File: src/rtl/wdt_pkg.sv
package wdt_pkg;
  localparam logic [11:0] MODE_KEY    = 12'hABC;
  localparam logic [9:0]  CTRL_KEY    = 10'h248;
  localparam logic [31:0] SERVICE_VAL = 32'h0000_1999;

  typedef struct packed {
    logic [1:0] plen;
    logic       irq_en;
    logic       rst_en;
    logic       en;
  } mode_t;
endpackage

File: src/rtl/wdt_regs.sv
module wdt_regs
  import wdt_pkg::*;
#(
  parameter int ADDR_W = 4,
  parameter int CRV_W  = 12
) (
  input  logic              clk,
  input  logic              rst,
  input  logic              bus_en,
  input  logic              bus_we,
  input  logic [ADDR_W-1:0] bus_addr,
  input  logic [31:0]       bus_wdata,
  input  logic              flag,
  output mode_t             mode_q,
  output logic [CRV_W-1:0]  crv_q,
  output logic [1:0]        ps_q,
  output logic              service,
  output logic [31:0]       bus_rdata
);
  logic [1:0] word;
  logic       wr, rd;
  assign word = bus_addr[3:2];
  assign wr   = bus_en && bus_we;
  assign rd   = bus_en && !bus_we;

  assign service = wr && (word == 2'd2) && (bus_wdata == SERVICE_VAL);

  always_ff @(posedge clk) begin
    if (rst) begin
      mode_q <= '0;
      crv_q  <= '1;
      ps_q   <= 2'd3;
    end else if (wr) begin
      if (word == 2'd0 && bus_wdata[23:12] == MODE_KEY) begin
        mode_q.en     <= bus_wdata[0];
        mode_q.rst_en <= bus_wdata[1];
        mode_q.irq_en <= bus_wdata[2];
        mode_q.plen   <= bus_wdata[5:4];
      end
      if (word == 2'd1 && bus_wdata[23:14] == CTRL_KEY) begin
        crv_q <= bus_wdata[CRV_W+1:2];
        ps_q  <= bus_wdata[1:0];
      end
    end
  end

  always_ff @(posedge clk) begin
    if (rst) begin
      bus_rdata <= '0;
    end else if (rd) begin
      case (word)
        2'd0:    bus_rdata <= {26'd0, mode_q.plen, 1'b0, mode_q.irq_en,
                               mode_q.rst_en, mode_q.en};
        2'd1:    bus_rdata <= 32'(({CRV_W'(0), 2'b00} | {crv_q, 2'b00}) | 32'(ps_q));
        2'd3:    bus_rdata <= {31'd0, flag};
        default: bus_rdata <= '0;
      endcase
    end else begin
      bus_rdata <= '0;
    end
  end
endmodule

File: src/rtl/wdt_prescale.sv
module wdt_prescale #(
  parameter int PS_SH0 = 3,
  parameter int PS_SH1 = 6,
  parameter int PS_SH2 = 9,
  parameter int PS_SH3 = 12
) (
  input  logic       clk,
  input  logic       rst,
  input  logic       run,
  input  logic       clr,
  input  logic [1:0] sel,
  output logic       tick
);
  localparam int M01 = (PS_SH0 > PS_SH1) ? PS_SH0 : PS_SH1;
  localparam int M23 = (PS_SH2 > PS_SH3) ? PS_SH2 : PS_SH3;
  localparam int MX  = (M01 > M23) ? M01 : M23;
  localparam int PW  = (MX < 1) ? 1 : MX;

  logic [PW-1:0] cnt, lim;

  always_comb begin
    case (sel)
      2'd0:    lim = PW'((64'd1 << PS_SH0) - 64'd1);
      2'd1:    lim = PW'((64'd1 << PS_SH1) - 64'd1);
      2'd2:    lim = PW'((64'd1 << PS_SH2) - 64'd1);
      default: lim = PW'((64'd1 << PS_SH3) - 64'd1);
    endcase
  end

  assign tick = run && (cnt == lim);

  always_ff @(posedge clk) begin
    if (rst || clr || !run) cnt <= '0;
    else if (tick)          cnt <= '0;
    else                    cnt <= cnt + 1'b1;
  end
endmodule

File: src/rtl/wdt_counter.sv
module wdt_counter #(
  parameter int CRV_W  = 12,
  parameter int RLD_SH = 12
) (
  input  logic             clk,
  input  logic             rst,
  input  logic             en,
  input  logic             service,
  input  logic             tick,
  input  logic [CRV_W-1:0] crv,
  output logic             flag,
  output logic             expire
);
  localparam int CW = CRV_W + RLD_SH;

  logic [CW-1:0] cnt, load;
  assign load   = CW'(crv) << RLD_SH;
  assign expire = en && !service && !flag && (cnt == '0);

  always_ff @(posedge clk) begin
    if (rst)                        cnt <= load;
    else if (!en || service)        cnt <= load;
    else if (tick && cnt != '0)     cnt <= cnt - 1'b1;
  end

  always_ff @(posedge clk) begin
    if (rst)          flag <= 1'b0;
    else if (service) flag <= 1'b0;
    else if (expire)  flag <= 1'b1;
  end
endmodule

File: src/rtl/wdt_pulse.sv
module wdt_pulse #(
  parameter int PL_W = 2
) (
  input  logic            clk,
  input  logic            rst,
  input  logic            fire,
  input  logic [PL_W-1:0] code,
  output logic            pulse
);
  localparam int CNT_W = (1 << PL_W) + 1;

  logic [CNT_W-1:0] left;

  always_ff @(posedge clk) begin
    if (rst) begin
      left  <= '0;
      pulse <= 1'b0;
    end else if (fire) begin
      left  <= (CNT_W'(2) << code) - 1'b1;
      pulse <= 1'b1;
    end else if (left != '0) begin
      left  <= left - 1'b1;
    end else begin
      pulse <= 1'b0;
    end
  end
endmodule

File: src/rtl/keyed_watchdog.sv
module keyed_watchdog
  import wdt_pkg::*;
#(
  parameter int ADDR_W = 4,
  parameter int CRV_W  = 12,
  parameter int RLD_SH = 12,
  parameter int PS_SH0 = 3,
  parameter int PS_SH1 = 6,
  parameter int PS_SH2 = 9,
  parameter int PS_SH3 = 12
) (
  input  logic              clk,
  input  logic              rst,
  input  logic              bus_en,
  input  logic              bus_we,
  input  logic [ADDR_W-1:0] bus_addr,
  input  logic [31:0]       bus_wdata,
  output logic [31:0]       bus_rdata,
  output logic              irq_o,
  output logic              rst_o
);
  mode_t            mode_q;
  logic [CRV_W-1:0] crv_q;
  logic [1:0]       ps_q;
  logic             service, tick, flag, expire;
  logic             wd_en, wd_irq_en;

  assign wd_en     = mode_q.en;
  assign wd_irq_en = mode_q.irq_en;

  wdt_regs #(.ADDR_W(ADDR_W), .CRV_W(CRV_W)) u_regs (
    .clk(clk), .rst(rst), .bus_en(bus_en), .bus_we(bus_we),
    .bus_addr(bus_addr), .bus_wdata(bus_wdata), .flag(flag),
    .mode_q(mode_q), .crv_q(crv_q), .ps_q(ps_q), .service(service),
    .bus_rdata(bus_rdata)
  );

  wdt_prescale #(.PS_SH0(PS_SH0), .PS_SH1(PS_SH1), .PS_SH2(PS_SH2),
                 .PS_SH3(PS_SH3)) u_pre (
    .clk(clk), .rst(rst), .run(wd_en), .clr(service), .sel(ps_q),
    .tick(tick)
  );

  wdt_counter #(.CRV_W(CRV_W), .RLD_SH(RLD_SH)) u_cnt (
    .clk(clk), .rst(rst), .en(wd_en), .service(service), .tick(tick),
    .crv(crv_q), .flag(flag), .expire(expire)
  );

  wdt_pulse #(.PL_W(2)) u_pulse (
    .clk(clk), .rst(rst), .fire(expire && mode_q.rst_en),
    .code(mode_q.plen), .pulse(rst_o)
  );

  always_ff @(posedge clk) begin
    if (rst) irq_o <= 1'b0;
    else     irq_o <= flag && wd_irq_en;
  end
endmodule

File: config.mk
export PLATFORM = sky130hd
export DESIGN_NAME = keyed_watchdog
export DESIGN_NICKNAME = d
export VERILOG_FILES = /design/src/rtl/wdt_pkg.sv /design/src/rtl/wdt_regs.sv /design/src/rtl/wdt_prescale.sv /design/src/rtl/wdt_counter.sv /design/src/rtl/wdt_pulse.sv /design/src/rtl/keyed_watchdog.sv
export SDC_FILE = /design/constraint.sdc
export NUM_CORES = 1
export LEC_CHECK = 0
export ABC_CLOCK_PERIOD_IN_PS = 3400
export CORE_UTILIZATION = 59
export CTS_BUF_LIST = sky130_fd_sc_hd__clkbuf_4 sky130_fd_sc_hd__clkbuf_8
export CTS_CLUSTER_DIAMETER = 40
export CTS_CLUSTER_SIZE = 20
export DETAILED_ROUTE_END_ITERATION = 10
export DONT_BUFFER_PORTS = 1
export GPL_ROUTABILITY_DRIVEN = 1
export PLACE_DENSITY_LB_ADDON = 0.1
export SETUP_SLACK_MARGIN = 0.3
export SYNTH_ARGS = -nofsm -noshare
export SYNTH_HDL_FRONTEND = slang
export SYNTH_SLANG_ARGS = --single-unit
File: constraint.sdc
create_clock -name clk -period 3.4 [get_ports clk]
set_input_delay 0.68 -clock clk [delete_from_list [all_inputs] [get_ports clk]]
set_output_delay 0.68 -clock clk [all_outputs]
set_load 0.01 [all_outputs]
==> run_results.csv <==
group,metric,value,unit
place,port_buffers,0,
power_and_ir_drop,power_density,491.2,nW/um^2
worst_setup_path,crit_path_top_delay_cell,"or4_4",
detailed_routing,vias,3017,
synth,synth_seq_area_share,43.07,%
timing,setup_ws,0.4444,ns
timing,clock_skew,0.007031,ns
timing,finalCritPeriodShare,86.93,%
global_routing,grt_max_degree,23,
detailed_routing,drt-vias-per-instance,5.881,
synth,synth_edf_count,12,
hold_path,min_path_type,"in -> reg",
worst_setup_path,cp_data_required_time,3.64,ns
layout,nets,475,
place,place_ws,0.04870,ns
worst_setup_path,critPathBufInv,0,
global_routing,antenna_found_initial,0,
die,die_area,6866,um^2
detailed_routing,top_layer,"met4",
layout,antenna_cells,0,
outcome,status,"finished, final reports clean",
detailed_routing,wl_met3,319,um
clock_network,insertion_delay,0.35,ns
place,place_hpwl,5939,um
global_routing,grt.total_usage,24.65,%
synth,synth_top_cell_by_area,"dfxtp_1",
worst_setup_path,crit_end,"u_pulse.left[4]$_SDFFE_PP0P_",
worst_setup_path,critPathCaptureType,"flop",
worst_setup_path,timing.rr.end,"u_pulse.left[4]$_SDFFE_PP0P_",
die,core-area,6314,um^2
die,start_util,61.10,%
power_and_ir_drop,power.leakage,1.676,nW
synth,yosys-top-cells-area,"dfxtp_1 (34%), edfxtp_1 (9.3%), mux2i_1 (6.5%), nand2_1 (4.0%), nor2_1 (3.9%)",
detailed_routing,wl_per_cell,16.02,um
timing,timing.final.crit_period,2.956,ns
global_routing,grt_pass1_wl,13540,um
synth,ys_types,50,
clock_network,cts_inserted_buffers,9,
place,gp_congestion,0.7881,
detailed_routing,drtIter0Drc,186,
detailed_routing,wirelength,8216,um
worst_setup_path,cpMostUsedCell,"o21a_1",
worst_setup_path,cp.arrival,3.20,ns
die,fp.dieH,82.86,um
synth,postSynthAreaPerCell,9.141,um^2
clock_network,cts_hold_buf,0,
synth,async_reset_ff_share,0,%
synth,synth_area,3857,um^2
detailed_routing,wl_met2,3994,um
synth,syn_inst,422,
layout,synthToLayoutAreaGrowth,9.504,%
detailed_routing,route.detailed.drc,0,
timing,hold_violations,0,
clock_network,root_buffer,"clkbuf_8",
worst_setup_path,r2r_cells,13,
global_routing,grt_pass1_vias,2809,
detailed_routing,drt-met1-wl,3765,um
worst_setup_path,cp.depth,11,
detailed_routing,postRouteAntennaNets,0,
layout,drive_gt1_share,10.78,%
die,io_pins,74,
timing,rsz0062_at_grt,"yes",
clock_network,clk_pin_slew,0.08,ns
worst_setup_path,cp-startpoint,"bus_wdata[15]",
clock_network,clk_path_buf_depth,2,
worst_setup_path,critPathTopFamily,"simple AND/OR/NAND/NOR gates",
synth,ys_ff_latch,77,
timing,setup_viol,0,
timing,max_freq,0.3383,GHz
global_routing,overflow,0,
worst_setup_path,path_cells,"or4_1 -> or4_4 -> nor4_4 -> or2_1 -> mux2i_1 -> ha_2 -> nor3b_2 -> xnor2_1 -> nor2_1 -> o21a_1 -> o21a_1",
die,row_count,29,
worst_setup_path,crit_fanout,4,
job,maxCapViolCount,0,
worst_setup_path,crit_path_start_kind,"input port",
synth,yosys.area.top_type_share,33.73,%
timing,timing.slew.headroom,47.69,%
worst_setup_path,path_class,"in -> reg",
worst_setup_path,r2r_slack,0.56,ns
clock_network,htreeDepth,3,
synth,synth_warnings,0,
timing,tightest_slew,0.7846,ns
hold_path,holdPathStages,1,
die,die_w,82.86,um
worst_setup_path,rr_startpoint,"u_cnt.cnt[19]$_DFFE_PP_",
timing,fin_setup_tns,0,ns
clock_network,cts_tree,"built",
synth,ys.flop_type,"dfxtp_1",
clock_network,clock_sinks,77,
power_and_ir_drop,ir_worst_vdd,0.4182,mV
timing,slew_viol_final,0,
worst_setup_path,cpPeakStageDelay,0.54,ns
detailed_routing,first_pass_iters,4,
-- how the worst min path moves through the flow --
stage | start | end | slack [ns]
2_1_floorplan | u_pre.cnt[0]$_SDFF_PP0_ | u_pre.cnt[0]$_SDFF_PP0_ | 0.43
3_3_place_gp | u_pre.cnt[0]$_SDFF_PP0_ | u_pre.cnt[0]$_SDFF_PP0_ | 0.44
3_5_place_dp | u_pre.cnt[0]$_SDFF_PP0_ | u_pre.cnt[0]$_SDFF_PP0_ | 0.46
4_1_cts | rst | u_pulse.left[2]$_SDFFE_PP0P_ | 0.38
5_1_grt | rst | u_pulse.left[2]$_SDFFE_PP0P_ | 0.37
6_report | rst | u_pulse.left[2]$_SDFFE_PP0P_ | 0.39
-- timing repair --
action,4_1_cts,5_1_grt
resized for setup,0,1
setup buffers,0,3
setup endpoints to repair,0,1
-- Yosys cell counts, types with 2 or more instances --
library cell and instances:
dfxtp_1 65, edfxtp_1 12, and3_1 6, xor2_1 17
o31ai_1 20, buf_2 9, or4_4 2, a21oi_1 17
nor3b_1 2, and4_1 4, inv_1 9, o21ai_1 2
nor3_1 7, a211oi_1 2, a31oi_1 2, o21a_1 2
mux2i_1 25, or3_1 7, nand2b_1 4, nor2_1 40
nand4_1 8, xnor2_1 6, or2_2 2, nor2b_1 3
nor4b_1 4, nand2_1 41, and2_1 9, nor4_1 12
nand3b_1 4, nor4bb_1 3, nand3_1 11, ha_1 4
o21ai_0 4, or4_1 16, buf_4 18, clkbuf_1 9
-- routing by layer --
metal / vias up / track usage, %
li1: 1511 / -
met1: 1428 / 31.72
met2: 64 / 40.01
met3: 14 / 6.064
met4: 0 / 9.404
met5: - / 0
-- area by class of cell --
cell class | instances | area [um^2]
repair buffers | 17 | 127.6
well taps | 77 | 96.34
inverters | 9 | 33.78
clock inverters | 7 | 120.1
clock buffers | 9 | 123.9
multi-input cells | 317 | 2061
flip-flops and latches | 77 | 1662
fillers | 515 | 2090
-- stage by stage --
step / cell area, um^2 / hold WS, ns / power [mW] / instances / utilization [%]
global placement: 3953 / 0.4437 / 1.201 / 494 / 62.60
floorplan: 3948 / 0.4261 / 1.189 / 439 / -
CTS: 4197 / 0.3756 / 2.048 / 510 / 66.47
global route: 4224 / 0.3683 / 2.157 / 513 / 66.90
detailed placement: 3953 / 0.4595 / 1.207 / 494 / 62.60
finish: 4224 / 0.3866 / 2.075 / 513 / 66.90
-- worst reg2reg max path, stage by stage (launching register included) --
cell and delay [ns]:
edfxtp_1 0.49, nor4_1 0.32, buf_4 0.17, and4_1 0.22, nand4_1 0.17, or2_1 0.29
buf_4 0.16, nand2_1 0.06, ha_2 0.20, nor3b_2 0.18, xnor2_1 0.14, nor2_1 0.06
o21a_1 0.11, o21a_1 0.17
-- placed cells by master, fill, tap and decap left out, drive strengths merged, types with 3 or more instances in the layout --
master / instances
dfxtp: 65
nand2: 41
nor2: 40
mux2i: 25
o31ai: 20
conb: 18
or4: 18
xor2: 17
a21oi: 17
buf: 17
nor4: 14
edfxtp: 12
nand3: 11
inv: 11
and2: 9
clkbuf: 9
nand4: 8
or3: 7
nor3: 7
and3: 6
xnor2: 6
o21ai: 6
and4: 4
nor4b: 4
nand3b: 4
nand2b: 4
ha: 4
nor2b: 3
nor4bb: 3
bufinv: 3
or2: 3
-- registers in the layout (all words and copies together), names as in the netlist --
register	count
u_cnt.cnt	24
u_regs.bus_rdata	14
u_pre.cnt	12
u_regs.crv_q	12
u_pulse.left	5
u_regs.mode_q	5
u_regs.ps_q	2
irq_o	1
u_cnt.flag	1
u_pulse.pulse	1
-- power breakdown --
group | switching (mW) | internal, mW | leakage [nW]
sequential | 0.0269 | 0.949 | 0.621
combinational | 0.115 | 0.136 | 0.935
clock | 0.356 | 0.492 | 0.120
total | 0.498 | 1.58 | 1.68
-- logic make-up (layout without fill, tap and decap cells) --
logic type / after synthesis / after routing / share of synthesized area [%]
AOI/OAI and AO/OA: 55 / 55 / 9.277
other: 1 / 18 / 0.09721
and+or+nand+nor: 191 / 191 / 27.73
adders and majority gates: 4 / 4 / 1.297
DFF: 77 / 77 / 43.08
buffers and inverters: 45 / 42 / 6.422
xor gates and xnor gates: 23 / 23 / 5.222
muxes: 26 / 26 / 6.876
No activity file was read; power rests on OpenSTA's default activity.
